==> config.mk <==
export PLATFORM = sky130hd
export DESIGN_NAME = tick_sel_prescaler
export DESIGN_NICKNAME = d
export VERILOG_FILES = /design/src/rtl/tick_pkg.sv /design/src/rtl/prescale_div.sv /design/src/rtl/ext_edge_sync.sv /design/src/rtl/tick_sel_prescaler.sv
export SDC_FILE = /design/constraint.sdc
export NUM_CORES = 1
export LEC_CHECK = 0
export BUFFER_PORTS_ARGS = -buffer_cell sky130_fd_sc_hd__buf_2
export CORE_MARGIN = 2
export CORE_UTILIZATION = 40
export DETAILED_ROUTE_END_ITERATION = 12
export GPL_TIMING_DRIVEN = 0
export PLACE_DENSITY = 0.7
export SETUP_SLACK_MARGIN = 0.5
export SLEW_MARGIN = 20
export SYNTH_ARGS = -nofsm -noshare
export SYNTH_HDL_FRONTEND = slang
export SYNTH_SLANG_ARGS = --single-unit
==> constraint.sdc <==
create_clock -name clk_i -period 2.02 [get_ports clk_i]
set_input_delay 0.404 -clock clk_i [delete_from_list [all_inputs] [get_ports clk_i]]
set_output_delay 0.404 -clock clk_i [all_outputs]
set_load 0.01 [all_outputs]
==> src/rtl/tick_pkg.sv <==
package tick_pkg;
  typedef enum logic [2:0] {SRC_OFF, SRC_CLK, SRC_DIV, SRC_FALL, SRC_RISE} src_e;

  typedef struct packed {
    src_e       src;
    logic [3:0] shift;  // log2 of the division ratio
  } tick_sel_t;

  function automatic tick_sel_t decode_sel(input logic [2:0] code, input logic wide);
    tick_sel_t d;
    d.src   = SRC_DIV;
    d.shift = 4'd0;
    unique case (code)
      3'd0: d.src = SRC_OFF;
      3'd1: d.src = SRC_CLK;
      3'd2: d.shift = 4'd3;
      3'd3: d.shift = wide ? 4'd5 : 4'd6;
      3'd4: d.shift = wide ? 4'd6 : 4'd8;
      3'd5: d.shift = wide ? 4'd7 : 4'd10;
      3'd6: if (wide) d.shift = 4'd8;  else d.src = SRC_FALL;
      3'd7: if (wide) d.shift = 4'd10; else d.src = SRC_RISE;
      default: d.src = SRC_OFF;
    endcase
    return d;
  endfunction
endpackage

==> src/rtl/prescale_div.sv <==
module prescale_div #(
  parameter int DIV_W = 10
) (
  input  logic             clk_i,
  input  logic             rst_ni,
  input  logic             clr_i,
  output logic [DIV_W:1]   tap_o
);
  logic [DIV_W-1:0] cnt_q;

  always_ff @(posedge clk_i or negedge rst_ni) begin
    if (!rst_ni)    cnt_q <= '0;
    else if (clr_i) cnt_q <= '0;
    else            cnt_q <= cnt_q + 1'b1;
  end

  // tap k is high in the last cycle of each 2^k window
  for (genvar k = 1; k <= DIV_W; k++) begin : g_tap
    assign tap_o[k] = &cnt_q[k-1:0];
  end

  p_clr_zero_r8: assert property (@(posedge clk_i) disable iff (!rst_ni)
    clr_i |=> (cnt_q == '0));
endmodule

==> src/rtl/ext_edge_sync.sv <==
module ext_edge_sync (
  input  logic clk_i,
  input  logic rst_ni,
  input  logic ext_i,
  output logic rise_o,
  output logic fall_o
);
  logic [2:0] sh_q;  // [0],[1] synchroniser, [2] history

  always_ff @(posedge clk_i or negedge rst_ni) begin
    if (!rst_ni) sh_q <= '0;
    else         sh_q <= {sh_q[1:0], ext_i};
  end

  assign rise_o =  sh_q[1] & ~sh_q[2];
  assign fall_o = ~sh_q[1] &  sh_q[2];

  p_fall_single_r4: assert property (@(posedge clk_i) disable iff (!rst_ni)
    fall_o |=> !fall_o);
  p_rise_single_r5: assert property (@(posedge clk_i) disable iff (!rst_ni)
    rise_o |=> !rise_o);
endmodule

==> src/rtl/tick_sel_prescaler.sv <==
module tick_sel_prescaler
  import tick_pkg::*;
#(
  parameter bit WIDE_TABLE = 1'b0,
  parameter int DIV_W      = 10
) (
  input  logic       clk_i,
  input  logic       rst_ni,
  input  logic       psc_clr_i,
  input  logic [2:0] sel_i,
  input  logic       ext_i,
  output logic       tick_o
);
  logic [DIV_W:1] tap;
  logic           ext_rise, ext_fall;
  tick_sel_t      dec;
  logic           tick_d;

  prescale_div #(.DIV_W(DIV_W)) u_div (
    .clk_i (clk_i),
    .rst_ni(rst_ni),
    .clr_i (psc_clr_i),
    .tap_o (tap)
  );

  ext_edge_sync u_ext (
    .clk_i (clk_i),
    .rst_ni(rst_ni),
    .ext_i (ext_i),
    .rise_o(ext_rise),
    .fall_o(ext_fall)
  );

  always_comb begin
    dec    = decode_sel(sel_i, WIDE_TABLE);
    tick_d = 1'b0;
    unique case (dec.src)
      SRC_OFF:  tick_d = 1'b0;
      SRC_CLK:  tick_d = 1'b1;
      SRC_FALL: tick_d = ext_fall;
      SRC_RISE: tick_d = ext_rise;
      SRC_DIV: begin
        for (int k = 1; k <= DIV_W; k++)
          if (int'(dec.shift) == k) tick_d = tap[k] & ~psc_clr_i;
      end
      default:  tick_d = 1'b0;
    endcase
  end

  // registered select keeps switches glitch-free
  always_ff @(posedge clk_i or negedge rst_ni) begin
    if (!rst_ni) tick_o <= 1'b0;
    else         tick_o <= tick_d;
  end

  p_stop_quiet_r1: assert property (@(posedge clk_i) disable iff (!rst_ni)
    (sel_i == 3'd0) |=> !tick_o);
  p_pass_all_r2: assert property (@(posedge clk_i) disable iff (!rst_ni)
    (sel_i == 3'd1) |=> tick_o);
  p_single_r7: assert property (@(posedge clk_i) disable iff (!rst_ni)
    (tick_o && sel_i != 3'd1 && $stable(sel_i)) |=> !tick_o);
  p_clr_quiet_r8: assert property (@(posedge clk_i) disable iff (!rst_ni)
    (psc_clr_i && sel_i >= 3'd2 && (WIDE_TABLE || sel_i <= 3'd5)) |=> !tick_o);
endmodule

==> impl_results.md <==
- Crit path depth: 5
- XOR/XNOR share of the synthesized area: 0.0134
- Leak pwr: 0.364 nW
- Inserted Clock Buffers: 3
- DRC Markers: 0
- DRT Wirelength: 1090 um
- Vias after detailed routing: 500
- Core Area: 1520 um2
- Width of the chip: 44.5 um
- Largest net degree at the start of global routing: 15
- Final setup viols: 0
- CP peak stage delay: 390 ps
- Warnings, synthesis: 0
- CP startpoint: u_div.cnt_q[1]
- Fmax: 709 MHz
- Simple-Gate Fraction of Synth Area: 0.214
- Die area: 1980 um2
- Final ANT Viol Nets: 0
- Critical Path Sink: u_div.cnt_q[8]
- Synthesized flop and latch total: 14
- Vias in the first global route: 454
- Main combinational cell family by area after synthesis: simple AND/OR/NAND/NOR gates
- Initial core utilization: 0.430
- Cell Area, Synth: 656 um2
- Worst path most repeated cell: ha_1
- Hold Vio Cnt, Final: 1
- Synth Area in Compound Gates: 0.128
- Number of max-cap violations: 0
- Gr usage total: 0.143
- H-Tree Depth: 1
- HP Class: in -> async
- Seq/Total Area, Yosys: 0.534
- Cell Pwr Density: 698 nW/um2
- VDD IR max: 0.000395 V
- Internal reg-to-reg setup slack: 610 ps
- Tmin final: 1410 ps
- Port Buffers: 7
- CTS Sinks: 14
- Mapped Cells: 61
- Least-Margin Pin Slew: 436 ps
- Crit path buf inv count: 0
- Vias/cell: 5.62
- Library cells used by synthesis: 23
- Outcome: complete, but fails checks
- Setup tns final: 0 ps
- Reg-to-reg endpoint: u_div.cnt_q[8]
- Post-Synth Adder-Cell Area: 0.0763
- Skew final: 7.00 ps
- Num rows: 14
- Number of diodes: 0
- Kind of critical path: reg -> reg
- Rel. slew slack: 0.709
- Global-route wire length before repair: 1970 um
- Cells on worst reg2reg path: 5
- Req. time, crit path: 2180 ps
- Initial antenna violation count: 0
- Detailed placement HPWL: 778 um
- Crit-path cells: ha_1, nand3_2, nor3_1, ha_1, nor2b_1
- Hold slack: -0.143 ps
- CTS Buffer Depth: 2
- Crit-path slowest cell: dfrtp_1
- Clk_lat worst skew: 280 ps
- Fin crit share: 0.698
- Setup crit start kind: register
- Area grow syn2layout: 15.8%
- Clk slew on worst S/H paths: 90 ps
- Boundary pin count: 8
- Delay-heaviest family, CP: simple AND/OR/NAND/NOR gates
- Initial drt markers: 6
- Root Buffer: clkbuf_4
- Crit. End Element: register
- Final #Nets: 85
- Multiplexer area fraction after synthesis: 0
- Die height: 44.5 um
- Worst Path Max Fanout: 5
- Layout cells sized above 1: 0.219
- 1st-pass router iterations: 4
- Failing checks: negative hold slack
- Pins over their slew limit: 0
- DR WL/cell: 12.3 um
- Syn_nets: 72
- Unrepaired setup endpoints after global routing: false
- CTS tree: done
- Routability cong.: 0.720
- Synthesized area per cell: 10.7 um2
- CP arrival: 1570 ps
- Total grt overflow: 0
- Worst r2r src: u_div.cnt_q[1]
- Tot Pwr: 0.000530 W
flip-flops by register name, indices dropped and copies added, names as in the netlist:
register	count
u_div.cnt_q	10
u_ext.sh_q	3
tick_o	1
synthesized netlist by cell type:
library cell	count	share of area
a21boi_0	1	0.011
a21oi_1	5	0.038
a221o_1	1	0.015
a32o_1	1	0.015
clkbuf_1	1	0.0057
dfrtp_1	14	0.53
ha_1	4	0.076
inv_1	5	0.029
nand2_1	2	0.011
nand3_1	3	0.023
nand4_2	1	0.019
nand4b_1	2	0.027
nor2_1	3	0.017
nor2b_1	5	0.048
nor3_1	2	0.015
o21ai_0	2	0.015
o22ai_1	1	0.0095
o31ai_1	2	0.023
or2_2	1	0.0095
or3_1	1	0.0095
or3_2	1	0.011
or4_1	2	0.023
xor2_1	1	0.013
how the worst min path moves through the flow:
stage / start / end / slack (ps)
after global routing: rst_ni / u_ext.sh_q[0] / 10
after global placement: rst_ni / u_ext.sh_q[0] / 310
after floorplan: rst_ni / tick_o / 110
after detailed placement: rst_ni / u_ext.sh_q[0] / 320
after CTS: rst_ni / tick_o / 7
final: rst_ni / u_div.cnt_q[5] / -0.1
cell families after synthesis:
| logic type | count (synthesis) |
|---|---|
| simple gates | 23 |
| flops | 14 |
| compound gates | 13 |
| buf+inv | 6 |
| fa+ha+maj | 4 |
| xor+xnor | 1 |
routing by layer:
layer | GRT usage | up-vias | wire length, um
met5 | 0 | - | 0
li1 | - | 244 | -
met4 | 0.0727 | 0 | 6
met3 | 0.0612 | 2 | 44
met2 | 0.203 | 13 | 532
met1 | 0.183 | 241 | 510
repair_timing:
item | in CTS | in global routing
setup buffers | 1 | 0
gates resized for setup | 0 | 1
hold buffers | 0 | 0
endpoints found under the setup margin | 1 | 1
layout make-up:
class | instances | area (um2)
buffer | 1 | 3.75
clock buffer | 4 | 36.3
fill | 139 | 764
inverter | 5 | 18.8
multi-input combinational | 41 | 288
sequential | 14 | 350
tap | 16 | 20.0
timing repair buffer | 8 | 42.5
layout by cell type (no fill, tap or decap), types with 3 or more instances in the layout:
master     n
a21oi_1    5
buf_2      7
clkbuf_4   3
dfrtp_1   14
ha_1       4
inv_1      5
nor2_1     3
nor2b_1    5
report_power, final:
part | leakage [nW] | total [W] | internal (W) | switching, W
logic | 0.158 | 0.0000370 | 0.0000168 | 0.0000202
clock network | 0.0210 | 0.000197 | 0.000110 | 0.0000879
registers | 0.185 | 0.000296 | 0.000289 | 0.00000664
total | 0.364 | 0.000530 | 0.000415 | 0.000115
metrics by stage:
stage	setup WS, ps	std cells	hold slack, ps	instance area (um2)	utilization
after floorplan	655	61	108	656	-
after global placement	550	84	315	711	0.466
after detailed placement	503	84	317	711	0.466
after CTS	528	89	6.89	754	0.495
after global routing	511	89	12.2	759	0.498
final	610	89	-0.143	759	0.498
Power figures use the tool's default switching activity.
